`config.mk`:
```
export PLATFORM = sky130hd
export DESIGN_NAME = gpx_bank
export DESIGN_NICKNAME = d
export VERILOG_FILES = /design/src/rtl/gpx_pkg.sv /design/src/rtl/gpx_cfg_regs.sv /design/src/rtl/gpx_pin_ctrl.sv /design/src/rtl/gpx_rd_fsm.sv /design/src/rtl/gpx_bank.sv
export SDC_FILE = /design/constraint.sdc
export NUM_CORES = 1
export LEC_CHECK = 0
export ABC_CLOCK_PERIOD_IN_PS = 2800
export BUFFER_PORTS_ARGS = -buffer_cell sky130_fd_sc_hd__buf_4
export CAP_MARGIN = 30
export CORE_MARGIN = 4
export CORE_UTILIZATION = 45
export DETAILED_ROUTE_END_ITERATION = 8
export PLACE_DENSITY = 0.66
export SKIP_LAST_GASP = 1
export SLEW_MARGIN = 25
export SYNTH_ARGS = -nofsm -noshare
export SYNTH_HDL_FRONTEND = slang
export SYNTH_SLANG_ARGS = --single-unit
```
`constraint.sdc`:
```
create_clock -name clk -period 2.8 [get_ports clk]
set_input_delay 0.28 -clock clk [delete_from_list [all_inputs] [get_ports clk]]
set_output_delay 0.28 -clock clk [all_outputs]
set_load 0.03 [all_outputs]
```
`src/rtl/gpx_pkg.sv`:
```
package gpx_pkg;
    localparam int GPX_W    = 8;
    localparam int A_DIR    = 0;
    localparam int A_POL    = 1;
    localparam int A_IEN    = 2;
    localparam int A_DEF    = 3;
    localparam int A_ICTL   = 4;
    localparam int A_MODE   = 5;
    localparam int A_PULL   = 6;
    localparam int A_FLAG   = 7;
    localparam int A_CAP    = 8;
    localparam int A_PORT   = 9;
    localparam int A_LAT    = 10;
    // stored slots: 0..6 follow their address, slot 7 is the latch
    localparam int N_SLOTS  = 8;
    localparam int SL_LAT   = 7;

    typedef logic [GPX_W-1:0] gpx_byte_t;

    typedef enum logic [0:0] {
        RD_IDLE = 1'b0,
        RD_RESP = 1'b1
    } rd_state_e;

    function automatic gpx_byte_t slot_reset(input int s);
        return (s == A_DIR) ? '1 : '0;
    endfunction
endpackage

```
`src/rtl/gpx_cfg_regs.sv`:
```
module gpx_cfg_regs
    import gpx_pkg::*;
#(
    parameter int ADDR_W = 5
) (
    input  logic                               clk,
    input  logic                               rst_n,
    input  logic                               wr_en,
    input  logic [ADDR_W-1:0]                  addr,
    input  gpx_byte_t                          wdata,
    output logic [N_SLOTS-1:0][GPX_W-1:0]      slot_q
);
    logic [N_SLOTS-1:0] hit;

    for (genvar g = 0; g < N_SLOTS; g++) begin : g_slot
        if (g == SL_LAT) begin : g_latch
            assign hit[g] = (addr == ADDR_W'(A_PORT)) || (addr == ADDR_W'(A_LAT));
        end else begin : g_plain
            assign hit[g] = (addr == ADDR_W'(g));
        end

        always_ff @(posedge clk or negedge rst_n) begin
            if (!rst_n) begin
                slot_q[g] <= slot_reset(g);
            end else if (wr_en && hit[g]) begin
                slot_q[g] <= wdata;
            end
        end
    end


    dir_write_chk: assert property (@(posedge clk) disable iff (!rst_n)
        (wr_en && addr == ADDR_W'(A_DIR)) |=> (slot_q[A_DIR] == $past(wdata)));


    port_to_latch_chk: assert property (@(posedge clk) disable iff (!rst_n)
        (wr_en && addr == ADDR_W'(A_PORT)) |=> (slot_q[SL_LAT] == $past(wdata)));


    ro_write_ignored_chk: assert property (@(posedge clk) disable iff (!rst_n)
        (wr_en && (addr == ADDR_W'(A_FLAG) || addr == ADDR_W'(A_CAP))) |=> $stable(slot_q));


    unmapped_write_chk: assert property (@(posedge clk) disable iff (!rst_n)
        (wr_en && addr > ADDR_W'(A_LAT)) |=> $stable(slot_q));
endmodule

```
`src/rtl/gpx_pin_ctrl.sv`:
```
module gpx_pin_ctrl
    import gpx_pkg::*;
(
    input  gpx_byte_t dir_q,
    input  gpx_byte_t pol_q,
    input  gpx_byte_t pull_q,
    input  gpx_byte_t latch_q,
    input  gpx_byte_t pad_in,
    output gpx_byte_t pin_is_input,
    output gpx_byte_t pin_out,
    output gpx_byte_t pin_pullup,
    output gpx_byte_t port_view
);
    for (genvar i = 0; i < GPX_W; i++) begin : g_pin
        assign pin_is_input[i] = dir_q[i];
        assign pin_out[i]      = latch_q[i];
        assign pin_pullup[i]   = pull_q[i] & dir_q[i];
        assign port_view[i]    = pad_in[i] ^ pol_q[i];
    end


    always_comb begin
        pullup_gate_chk: assert ((pin_pullup & ~pin_is_input) == '0);
    end
endmodule

```
`src/rtl/gpx_rd_fsm.sv`:
```
module gpx_rd_fsm
    import gpx_pkg::*;
#(
    parameter int ADDR_W = 5
) (
    input  logic                           clk,
    input  logic                           rst_n,
    input  logic                           rd_en,
    input  logic                           wr_en,
    input  logic [ADDR_W-1:0]              addr,
    input  logic [N_SLOTS-1:0][GPX_W-1:0]  slot_q,
    input  gpx_byte_t                      port_view,
    input  gpx_byte_t                      flags_in,
    input  gpx_byte_t                      cap_in,
    output gpx_byte_t                      rdata,
    output logic                           rvalid,
    output logic                           clr_pulse
);
    rd_state_e state_q, state_d;
    logic      accept;
    logic      clr_hit;
    gpx_byte_t mux_d;

    assign accept  = rd_en && !wr_en;
    assign clr_hit = (addr == ADDR_W'(A_CAP)) || (addr == ADDR_W'(A_PORT));

    always_comb begin
        mux_d = '0;
        if (addr < ADDR_W'(A_FLAG)) begin
            mux_d = slot_q[addr[2:0]];
        end else if (addr == ADDR_W'(A_FLAG)) begin
            mux_d = flags_in;
        end else if (addr == ADDR_W'(A_CAP)) begin
            mux_d = cap_in;
        end else if (addr == ADDR_W'(A_PORT)) begin
            mux_d = port_view;
        end else if (addr == ADDR_W'(A_LAT)) begin
            mux_d = slot_q[SL_LAT];
        end
    end

    always_comb begin
        state_d = state_q;
        unique case (state_q)
            RD_IDLE: state_d = accept ? RD_RESP : RD_IDLE;
            RD_RESP: state_d = accept ? RD_RESP : RD_IDLE;
            default: state_d = RD_IDLE;
        endcase
    end

    always_ff @(posedge clk or negedge rst_n) begin
        if (!rst_n) state_q <= RD_IDLE;
        else        state_q <= state_d;
    end

    always_ff @(posedge clk or negedge rst_n) begin
        if (!rst_n) begin
            rdata     <= '0;
            clr_pulse <= 1'b0;
        end else begin
            clr_pulse <= accept && clr_hit;
            if (accept) rdata <= mux_d;
        end
    end

    assign rvalid = (state_q == RD_RESP);


    read_resp_chk: assert property (@(posedge clk) disable iff (!rst_n)
        accept |=> rvalid);


    resp_single_chk: assert property (@(posedge clk) disable iff (!rst_n)
        (!accept) |=> !rvalid);


    clr_with_resp_chk: assert property (@(posedge clk) disable iff (!rst_n)
        clr_pulse |-> rvalid);


    wr_wins_chk: assert property (@(posedge clk) disable iff (!rst_n)
        wr_en |=> (!rvalid && !clr_pulse));


    unmapped_read_chk: assert property (@(posedge clk) disable iff (!rst_n)
        (accept && addr > ADDR_W'(A_LAT)) |=> (rdata == '0));
endmodule

```
`src/rtl/gpx_bank.sv`:
```
module gpx_bank
    import gpx_pkg::*;
#(
    parameter int ADDR_W = 5
) (
    input  logic              clk,
    input  logic              rst_n,
    input  logic              bus_wr,
    input  logic              bus_rd,
    input  logic [ADDR_W-1:0] bus_addr,
    input  logic [7:0]        bus_wdata,
    output logic [7:0]        bus_rdata,
    output logic              bus_rvalid,
    input  logic [7:0]        pad_in,
    output logic [7:0]        pin_is_input,
    output logic [7:0]        pin_out,
    output logic [7:0]        pin_pullup,
    input  logic [7:0]        irq_flags_in,
    input  logic [7:0]        irq_cap_in,
    output logic              irq_clr,
    output logic [7:0]        irq_en,
    output logic [7:0]        irq_ref,
    output logic [7:0]        irq_mode,
    output logic [7:0]        cfg_word
);
    logic [N_SLOTS-1:0][GPX_W-1:0] slot_q;
    gpx_byte_t                     port_view;

    gpx_cfg_regs #(.ADDR_W(ADDR_W)) u_regs (
        .clk    (clk),
        .rst_n  (rst_n),
        .wr_en  (bus_wr),
        .addr   (bus_addr),
        .wdata  (bus_wdata),
        .slot_q (slot_q)
    );

    gpx_pin_ctrl u_pins (
        .dir_q        (slot_q[A_DIR]),
        .pol_q        (slot_q[A_POL]),
        .pull_q       (slot_q[A_PULL]),
        .latch_q      (slot_q[SL_LAT]),
        .pad_in       (pad_in),
        .pin_is_input (pin_is_input),
        .pin_out      (pin_out),
        .pin_pullup   (pin_pullup),
        .port_view    (port_view)
    );

    gpx_rd_fsm #(.ADDR_W(ADDR_W)) u_rd (
        .clk       (clk),
        .rst_n     (rst_n),
        .rd_en     (bus_rd),
        .wr_en     (bus_wr),
        .addr      (bus_addr),
        .slot_q    (slot_q),
        .port_view (port_view),
        .flags_in  (irq_flags_in),
        .cap_in    (irq_cap_in),
        .rdata     (bus_rdata),
        .rvalid    (bus_rvalid),
        .clr_pulse (irq_clr)
    );

    assign irq_en   = slot_q[A_IEN];
    assign irq_ref  = slot_q[A_DEF];
    assign irq_mode = slot_q[A_ICTL];
    assign cfg_word = slot_q[A_MODE];


    ien_export_chk: assert property (@(posedge clk) disable iff (!rst_n)
        (bus_wr && bus_addr == ADDR_W'(A_IEN)) |=> (irq_en == $past(bus_wdata)));
endmodule

```
==> impl_metrics.csv, run 1 <==
group,metric,value,unit
run_status,status,"completed",
final_layout,fillers,806,
critical_path,path_cells,"buf_4 -> inv_2 -> nor2_2 -> nand4_2 -> mux2_2",
die,die_w,103.9,µm
clock_network,htreeDepth,3,
die,rows,34,
detailed_routing,routed_wl,11130,µm
clock_network,cts_resized,0,
die,initial_core_util,46.78,%
yosys,syn_area,4139,µm²
sta,finalSetupViolations,0,
sta,worst_slack,1.062,ns
power,power_density,712.5,nW/µm²
detailed_routing,antenna_left,0,
yosys,ys_ff_latch,74,
critical_path,critPathKind,"in2reg",
sta,clock_skew,0.007758,ns
final_layout,regArea,1862,µm²
detailed_routing,viasPerCell,5.686,
global_route,grt_pass1_wl,17510,µm
power,peakVddDrop,0.4079,mV
critical_path,cp.required,3.04,ns
final_layout,stdcell_area,4858,µm²
die,dieArea,10800,µm²
critical_path,critPathLaunchType,"primary input",
yosys,synth_top_flop_cell,"dfrtp_1",
sta,tightest_slew,0.7544,ns
sta,tns,0,ns
clock_network,numCtsBuffers,9,
clock_network,clock-root-buffer,"clkbuf_8",
detailed_routing,avgRoutedWirePerCell,21.86,µm
clock_network,clock_sinks,74,
detailed_routing,first_iter_violations,155,
global_route,grt_pass1_vias,2988,
sta,drv_slew,0,
sta,hold_ws,0.2147,ns
detailed_routing,via_count,2894,
power,p_leak,2.282,nW
power,p_total,3.462,mW
die,ios,107,
critical_path,cp.arrival,1.98,ns
clock_network,cts.clk_slew.worst_paths,0.09,ns
clock_network,cts_tree,"built",
yosys,synthesis.nets,380,
global_route,grtUsageTotal,20.97,%
yosys,ys_types,46,
die,die_h,103.9,µm
sta,grt_setup_unrepaired,"false",
placement,dp_hpwl,7560,µm
detailed_routing,drcViolationCount,0,
final_layout,drive_above_1_share,53.87,%
sta,achievable-frequency,575.5,MHz
placement,placed_area,4623,µm²
final_layout,layout_common_cells,"106 x buf_4, 66 x dfrtp_1, 56 x mux2_2",
die,coreArea,8848,µm²
clock_network,clockBufferDepth,2,
sta,hold_viol_final,0,
global_route,antenna_found_initial,0,
global_route,grt_max_degree,75,
worst_hold_path,hold_class,"in2reg",
yosys,synthArstFlopShare,100.0,%
detailed_routing,first_pass_iters,5,
placement,port-buffer-count,106,
yosys,synth_seq_area_share,44.98,%
critical_path,cp_slowest_cell,"buf_4",
yosys,syn_inst,339,
job,drv_cap,0,
final_layout,layout_commonest_cell,"buf_4",
final_layout,syn_to_final_growth,17.38,%
final_layout,final_cells,509,
final_layout,antennaDiodeCount,0,
clock_network,post_cts_buffers,0,
placement,post-place-cells,491,
yosys,syn_area_per_cell,12.21,µm²
critical_path,endpoint_kind,"flop",
yosys,yosysWarnings,0,
critical_path,worstPathMaxFanout,39,
yosys,synth_edf_count,0,
sta,min_period_over_period,62.06,%
sta,fin_crit,1.738,ns
clock_network,clk_latency,0.36,ns
global_route,overflow,0,
placement,pre_cts_ws,0.7299,ns
sta,slew_headroom,49.52,%
final_layout,nets,437,
final_layout,post-route-util,54.91,%
critical_path,slowest_delay,0.44,ns
placement,place_congestion,0.8312,
final_layout,multiInputGateArea,1789,µm²
## area by class of cell
| type | count | share of cell area [%] |
|---|---|---|
| Sequential cell | 74 | 38.32 |
| Inverter | 11 | 0.8499 |
| Tap cell | 108 | 2.781 |
| Clock buffer | 12 | 3.193 |
| Multi-Input combinational cell | 192 | 36.83 |
| Timing Repair Buffer | 108 | 17.00 |
| Clock inverter | 4 | 1.030 |
## worst paths after layout
check                      slack, ns              start                end  depth (start not counted)
setup / recovery                1.06        bus_addr[1]  u_regs.slot_q[51]                          5
setup reg to reg                1.49  u_regs.slot_q[30]      u_rd.rdata[6]                          3
min in group asynchronous       0.45              rst_n  u_regs.slot_q[45]                          2
max in group asynchronous       1.71              rst_n   u_regs.slot_q[0]                          3
hold / removal                  0.21       bus_wdata[5]  u_regs.slot_q[29]                          2
hold reg to reg                 0.52      u_rd.rdata[6]      u_rd.rdata[6]                          2
## critical path: cells and delay by family
kind / cells / cell delay (ns)
buffers and inverters: 2 / 0.65
muxes: 1 / 0.40
and+or+nand+nor: 2 / 0.62
## state kept, by name (all words and copies together) (netlist names)
register	flops
u_regs.slot_q	64
u_rd.rdata	8
u_rd.clr_pulse	1
u_rd.rvalid	1
## where the power goes
part           internal (mW)  switching, mW  total (mW)
Combinational          0.496          0.625        1.12
Sequential              1.29          0.181        1.47
Clock                  0.459          0.411       0.871
## Yosys cell counts, types with 2 or more instances
cell type | number | area, µm²
o2111ai_1 | 3 | 26.28
and2_1 | 8 | 50.05
mux2_4 | 8 | 120.1
o211ai_1 | 4 | 30.03
a32oi_1 | 4 | 35.03
o221ai_1 | 8 | 70.07
dfrtp_1 | 66 | 1652
nand2_2 | 3 | 18.77
dfstp_2 | 8 | 210.2
nor2_2 | 2 | 12.51
buf_2 | 4 | 20.02
xnor2_1 | 8 | 70.07
clkbuf_1 | 5 | 18.77
nor2_1 | 4 | 15.01
mux2_2 | 56 | 630.6
nand2_1 | 8 | 30.03
o21ai_0 | 7 | 35.03
buf_4 | 51 | 382.9
o221a_2 | 4 | 45.04
o21ai_1 | 4 | 20.02
o221a_1 | 3 | 33.78
nand2b_1 | 6 | 37.54
inv_1 | 10 | 37.54
a22oi_1 | 11 | 82.58
a311oi_1 | 3 | 26.28
nand4_2 | 3 | 37.54
mux2i_1 | 19 | 190.2
## kinds of logic after synthesis
| group | synth area share [%] |
|---|---|
| xor+xnor | 1.693 |
| mux | 23.28 |
| flops | 44.98 |
| buf+inv | 11.79 |
| simple gates | 7.074 |
| compound gates | 11.19 |
## per-layer routing
metal / wire (µm) / GRT usage (%) / up-vias / part of all wire [%]
li1: - / - / 1303 / -
met1: 4969 / 29.98 / 1463 / 45
met2: 5218 / 30.41 / 113 / 47
met3: 686 / 4.718 / 15 / 6.2
met4: 255 / 9.307 / 0 / 2.3
met5: 0 / 0 / - / 0
## what timing repair did
item,4_1_cts,5_1_grt
hold buffers,0,1
setup endpoints to repair,0,0
endpoints found under the hold margin,0,36
No activity file was read; power rests on OpenSTA's default activity.
==> run 2: changes to the inputs <==
- ABC_CLOCK_PERIOD_IN_PS: 2800 -> 1550
- PLACE_DENSITY: 0.66 -> 0.68
- clock period: 2.8 -> 1.55 ns (I/O delays scaled with it)
==> run 2 against run 1 <==
First-iteration DRC count shrank 12%. Core utilization grew 2.4 points. Global-route usage shrank 0.095 points. Cell area grew 4.3%. Die area is the same. Sequential power grew 81%. Hold slack lost 0.11 ns. Sequential share of layout area shrank 1.6 points. Highest routed layer unchanged.
==> impl_metrics.csv, run 2 (same netlist as run 1, synthesis figures left out) <==
group,metric,value,unit
final_layout,antennaDiodeCount,0,
placement,port-buffer-count,106,
clock_network,clk_latency,0.35,ns
die,dieArea,10800,µm²
critical_path,critPathKind,"reg2out",
clock_network,post_cts_buffers,0,
detailed_routing,drcViolationCount,0,
critical_path,path_cells,"and2_1 -> buf_4",
sta,clock_skew,0.005699,ns
final_layout,reg_top3,"u_regs.slot_q (64), u_rd.rdata (8)",
power,p_sw,2.214,mW
sta,slew_headroom,70.44,%
final_layout,top_register,"u_regs.slot_q",
final_layout,multiInputGateArea,1789,µm²
final_layout,post-route-util,57.28,%
detailed_routing,first_iter_violations,136,
die,die_w,103.9,µm
detailed_routing,antenna_left,0,
die,rows,34,
clock_network,clock_sinks,74,
critical_path,cp_top_family,"flip-flops",
power,power_density,1194,nW/µm²
clock_network,cts.clk_slew.worst_paths,0.08,ns
final_layout,layout_commonest_cell,"buf_4",
final_layout,largest_register_ffs,64,
sta,drv_slew,0,
clock_network,cts_resized,0,
final_layout,fillers,777,
clock_network,clockBufferDepth,2,
detailed_routing,via_count,3066,
global_route,antenna_found_initial,0,
critical_path,cp.arrival,1.20,ns
global_route,grt_pass1_wl,17730,µm
global_route,grt_pass1_vias,3169,
power,power_frac_comb,34.4,%
final_layout,layout_common_cells,"136 x buf_4, 66 x dfrtp_1, 56 x mux2_2",
worst_hold_path,hold_class,"in2reg",
global_route,grtUsageTotal,20.88,%
sta,tightest_slew,0.4423,ns
global_route,grt_max_degree,75,
critical_path,critPathLaunchType,"flop",
power,p_leak,2.414,nW
clock_network,cts_tree,"built",
sta,fin_crit,1.356,ns
clock_network,htreeDepth,3,
detailed_routing,routed_wl,11190,µm
die,die_h,103.9,µm
power,p_total,6.053,mW
sta,achievable-frequency,737.2,MHz
final_layout,drive_above_1_share,57.41,%
placement,dp_hpwl,8153,µm
clock_network,clock-root-buffer,"clkbuf_8",
sta,hold_viol_final,0,
power,p_seq_share,43.9,%
run_status,status,"completed",
detailed_routing,viasPerCell,5.678,
detailed_routing,avgRoutedWirePerCell,20.71,µm
die,ios,107,
global_route,overflow,0,
power,power.internal,3.839,mW
job,drv_cap,0,
die,coreArea,8848,µm²
final_layout,regArea,1862,µm²
critical_path,endpoint_kind,"output port",
sta,finalSetupViolations,0,
power,switching_share,36.58,%
placement,place_congestion,0.8717,
sta,grt_setup_unrepaired,"false",
critical_path,critPathBufInv,1,
critical_path,slowest_delay,0.56,ns
power,peakVddDrop,0.5069,mV
die,initial_core_util,46.78,%
sta,min_period_over_period,87.51,%
final_layout,syn_to_final_growth,22.46,%
detailed_routing,first_pass_iters,4,
clock_network,numCtsBuffers,9,
final_layout,nets,468,
critical_path,cp.required,1.39,ns
critical_path,cp_slowest_cell,"dfstp_2",
power,power.share.clock,21.7,%
critical_path,worstPathMaxFanout,4,
## run 2: cell types whose count changed in the layout (fill, tap and decap cells not counted)
| cell | change |
|---|---|
| clkinvlp_4 | +1 |
| buf_4 | +30 |
| clkinv_4 | +1 |
| buf_12 | +1 |
| clkinv_2 | +2 |
| clkbuf_1 | -1 |
| clkbuf_8 | -2 |
| bufinv_16 | -1 |
## run 2: routing by layer
layer,routed length [µm],GRT usage [%],vias up
met5,0,0,-
met3,678,4.097,21
li1,-,-,1376
met1,5033,28.55,1551
met4,304,10.35,0
met2,5168,31.71,118
## run 2: timing repair
| action | 4_1_cts | 5_1_grt |
|---|---|---|
| hold buffers | 1 | 0 |
| endpoints found under the hold margin | 66 | 0 |
| endpoints found under the setup margin | 0 | 0 |
## run 2: cell type report
type	count	area share (%)
repair buffers	139	21.13
multi-input cells	192	35.30
clock inverters	7	0.9134
clock buffers	9	2.444
inverters	11	0.8146
well taps	108	2.666
flip-flops and latches	74	36.73
## run 2: worst paths after layout
kind,slack [ns],to,from,cells after the start
setup / recovery,0.19,pin_pullup[7],u_regs.slot_q[7],2
hold / removal,0.10,u_regs.slot_q[30],bus_wdata[6],2
setup reg to reg,0.24,u_rd.rdata[6],u_regs.slot_q[30],3
hold reg to reg,0.52,u_rd.rdata[6],u_rd.rdata[6],2
max in group asynchronous,0.84,u_regs.slot_q[2],rst_n,3
min in group asynchronous,0.34,u_regs.slot_q[33],rst_n,3
## run 2: metrics by stage
step           setup WS, ns  TNS (ns)  instance area, µm²  hold slack, ns  std cells
3_3_place_gp       -0.06846   -0.1450                4888          0.1977        523
2_1_floorplan        0.1040         0                4139         -0.1406        339
3_5_place_dp       -0.06930   -0.2293                4888          0.2026        523
5_1_grt              0.1418         0                5069          0.1078        540
4_1_cts              0.1778         0                5069         0.09574        540
6_report             0.1936         0                5069          0.1015        540
## run 2: power groups by stage
stage | sequential, mW | combinational, mW | clock, mW
after floorplan | 2.62 | 1.62 | 0
after global placement | 2.68 | 2.06 | 0
after detailed placement | 2.69 | 2.09 | 0
after CTS | 2.66 | 2.10 | 1.34
after global routing | 2.71 | 2.21 | 1.42
final | 2.66 | 2.08 | 1.32
==> run 3: changes to the inputs <==
- ABC_CLOCK_PERIOD_IN_PS: 1550 -> 1500
- CORE_UTILIZATION: 45 -> 53
- PLACE_DENSITY: 0.68 -> 0.76
- clock period: 1.55 -> 1.5 ns (I/O delays scaled with it)
==> run 3 against run 2 <==
Count of clock-buffer cells in the layout rose by 2. Critical path type unchanged. Via count rose by 1.7%. Final cell count fell by 1.1%. Core utilization rose by 12 points. Largest power group unchanged. Clock skew rose by 0.00094 ns. Setup slack got worse by 0.059 ns.
==> impl_metrics.csv, run 3 (same netlist as run 1, synthesis figures left out) <==
group,metric,value,unit
sta,clock_skew,0.006642,ns
placement,dp_hpwl,8272,µm
final_layout,largest_register_ffs,64,
die,dieArea,9287,µm²
power,p_sw,2.250,mW
power,power.internal,4.395,mW
power,peakVddDrop,0.6060,mV
critical_path,r2r_end,"u_rd.rdata[6]",
sta,achievable-frequency,732.2,MHz
critical_path,setup.worst_path.start,"u_regs.slot_q[0]",
sta,min_period_over_period,91.05,%
critical_path,endpoint_kind,"output port",
detailed_routing,first_iter_violations,165,
global_route,grt_max_degree,45,
global_route,grtUsageTotal,25.46,%
power,p_total,6.644,mW
placement,port-buffer-count,106,
clock_network,clockBufferDepth,2,
power,power_frac_comb,32.5,%
detailed_routing,antenna_left,0,
critical_path,critPathLaunchType,"flop",
final_layout,fillers,569,
sta,grt_setup_unrepaired,"false",
sta,drv_slew,0,
power,p_seq_share,41.4,%
sta,fin_crit,1.366,ns
sta,tightest_slew,0.4121,ns
detailed_routing,viasPerCell,5.841,
detailed_routing,avgRoutedWirePerCell,20.87,µm
clock_network,post_cts_buffers,0,
final_layout,drive_above_1_share,57.70,%
critical_path,reg2reg_setup_slack,0.14,ns
global_route,antenna_found_initial,0,
detailed_routing,routed_wl,11150,µm
critical_path,crit_path_end,"pin_pullup[0]",
critical_path,r2r-start,"u_regs.slot_q[30]",
power,p_leak,2.455,nW
clock_network,cts.clk_slew.worst_paths,0.08,ns
final_layout,final_cells,534,
sta,slew_headroom,72.53,%
critical_path,r2r_cells,3,
clock_network,clk_latency,0.34,ns
detailed_routing,via_count,3119,
final_layout,antennaDiodeCount,0,
die,ios,107,
final_layout,reg_top3,"u_regs.slot_q (64), u_rd.rdata (8)",
clock_network,cts_tree,"built",
placement,post-place-cells,518,
global_route,overflow,0,
power,switching_share,33.86,%
critical_path,critPathKind,"reg2out",
die,coreArea,7408,µm²
detailed_routing,drcViolationCount,0,
clock_network,htreeDepth,3,
global_route,grt_pass1_vias,3208,
final_layout,layout_commonest_cell,"buf_4",
die,rows,31,
global_route,grt_pass1_wl,17540,µm
die,die_w,96.37,µm
final_layout,syn_to_final_growth,23.97,%
critical_path,cp.arrival,1.22,ns
job,drv_cap,0,
power,power.share.clock,26.1,%
sta,tns,0,ns
detailed_routing,first_pass_iters,5,
clock_network,clock-root-buffer,"clkbuf_8",
placement,place_congestion,0.9110,
clock_network,numCtsBuffers,9,
run_status,status,"completed",
sta,finalSetupViolations,0,
final_layout,nets,472,
final_layout,post-route-util,69.26,%
worst_hold_path,hold_class,"in2reg",
die,die_h,96.37,µm
final_layout,layout_common_cells,"141 x buf_4, 66 x dfrtp_1, 56 x mux2_2",
sta,hold_ws,0.1025,ns
final_layout,top_register,"u_regs.slot_q",
clock_network,clock_sinks,74,
power,power_density,1295,nW/µm²
sta,hold_viol_final,0,
critical_path,cp.required,1.35,ns
critical_path,worstPathMaxFanout,4,
die,initial_core_util,55.87,%
run 3: cell count changes in the layout (fill, tap and decap cells not counted):
cell        before  now
buf_4          136  141
clkinv_2         3    0
bufinv_16        0    2
clkbuf_8         9   11
buf_12           2    1
clkinv_4         1    0
clkinvlp_4       3    2
run 3: timing repair:
action,CTS,global route
resized for setup,0,0
hold buffers,1,0
endpoints found under the hold margin,27,0
run 3: metrics by stage:
step	worst slack (ns)	instance area, µm²
detailed placement	-0.1385	4895
CTS	0.1092	5131
global route	0.01440	5131
global placement	-0.1378	4895
floorplan	0.05901	4139
finish	0.1342	5131
run 3: final cells by class:
cell class	count	area, µm²	share of cell area [%]
timing repair buffer	143	1089	21.21
sequential	74	1862	36.28
inverter	11	41.29	0.8047
tap	99	123.9	2.414
clock inverter	4	75.07	1.463
multi-input combinational	192	1789	34.87
clock buffer	11	151.4	2.950
run 3: how the worst min path moves through the flow:
stage / cells after the start / to / startpoint
after global placement: 1 / u_regs.slot_q[53] / rst_n
after floorplan: 0 / u_rd.clr_pulse / rst_n
after detailed placement: 1 / u_regs.slot_q[53] / rst_n
final: 3 / u_rd.rdata[4] / irq_flags_in[4]
after CTS: 3 / u_rd.rdata[4] / irq_flags_in[4]
after global routing: 2 / u_regs.slot_q[47] / bus_wdata[7]
run 3: layer usage:
layer  part of all wire, %  wire length (µm)  global-route usage [%]  vias to the layer above
met5                     0                 0                       0                        -
met4                   1.4               160                   6.425                        0
met3                   6.2               687                   3.331                       16
met2                    49              5502                   41.35                      145
met1                    43              4796                   36.28                     1580
li1                      -                 -                       -                     1378
run 3: worst max-delay path, cell delays in order (launching register included):
cell and delay (ns):
dfstp_2 0.58, and2_1 0.14, buf_4 0.16
run 3: power by group through the flow:
stage | clock network [mW] | logic [mW] | registers (mW)
after floorplan | 0 | 1.67 | 2.71
after global placement | 0 | 2.13 | 2.76
after detailed placement | 0 | 2.16 | 2.78
after CTS | 1.76 | 2.18 | 2.74
after global routing | 1.85 | 2.31 | 2.80
final | 1.74 | 2.16 | 2.75
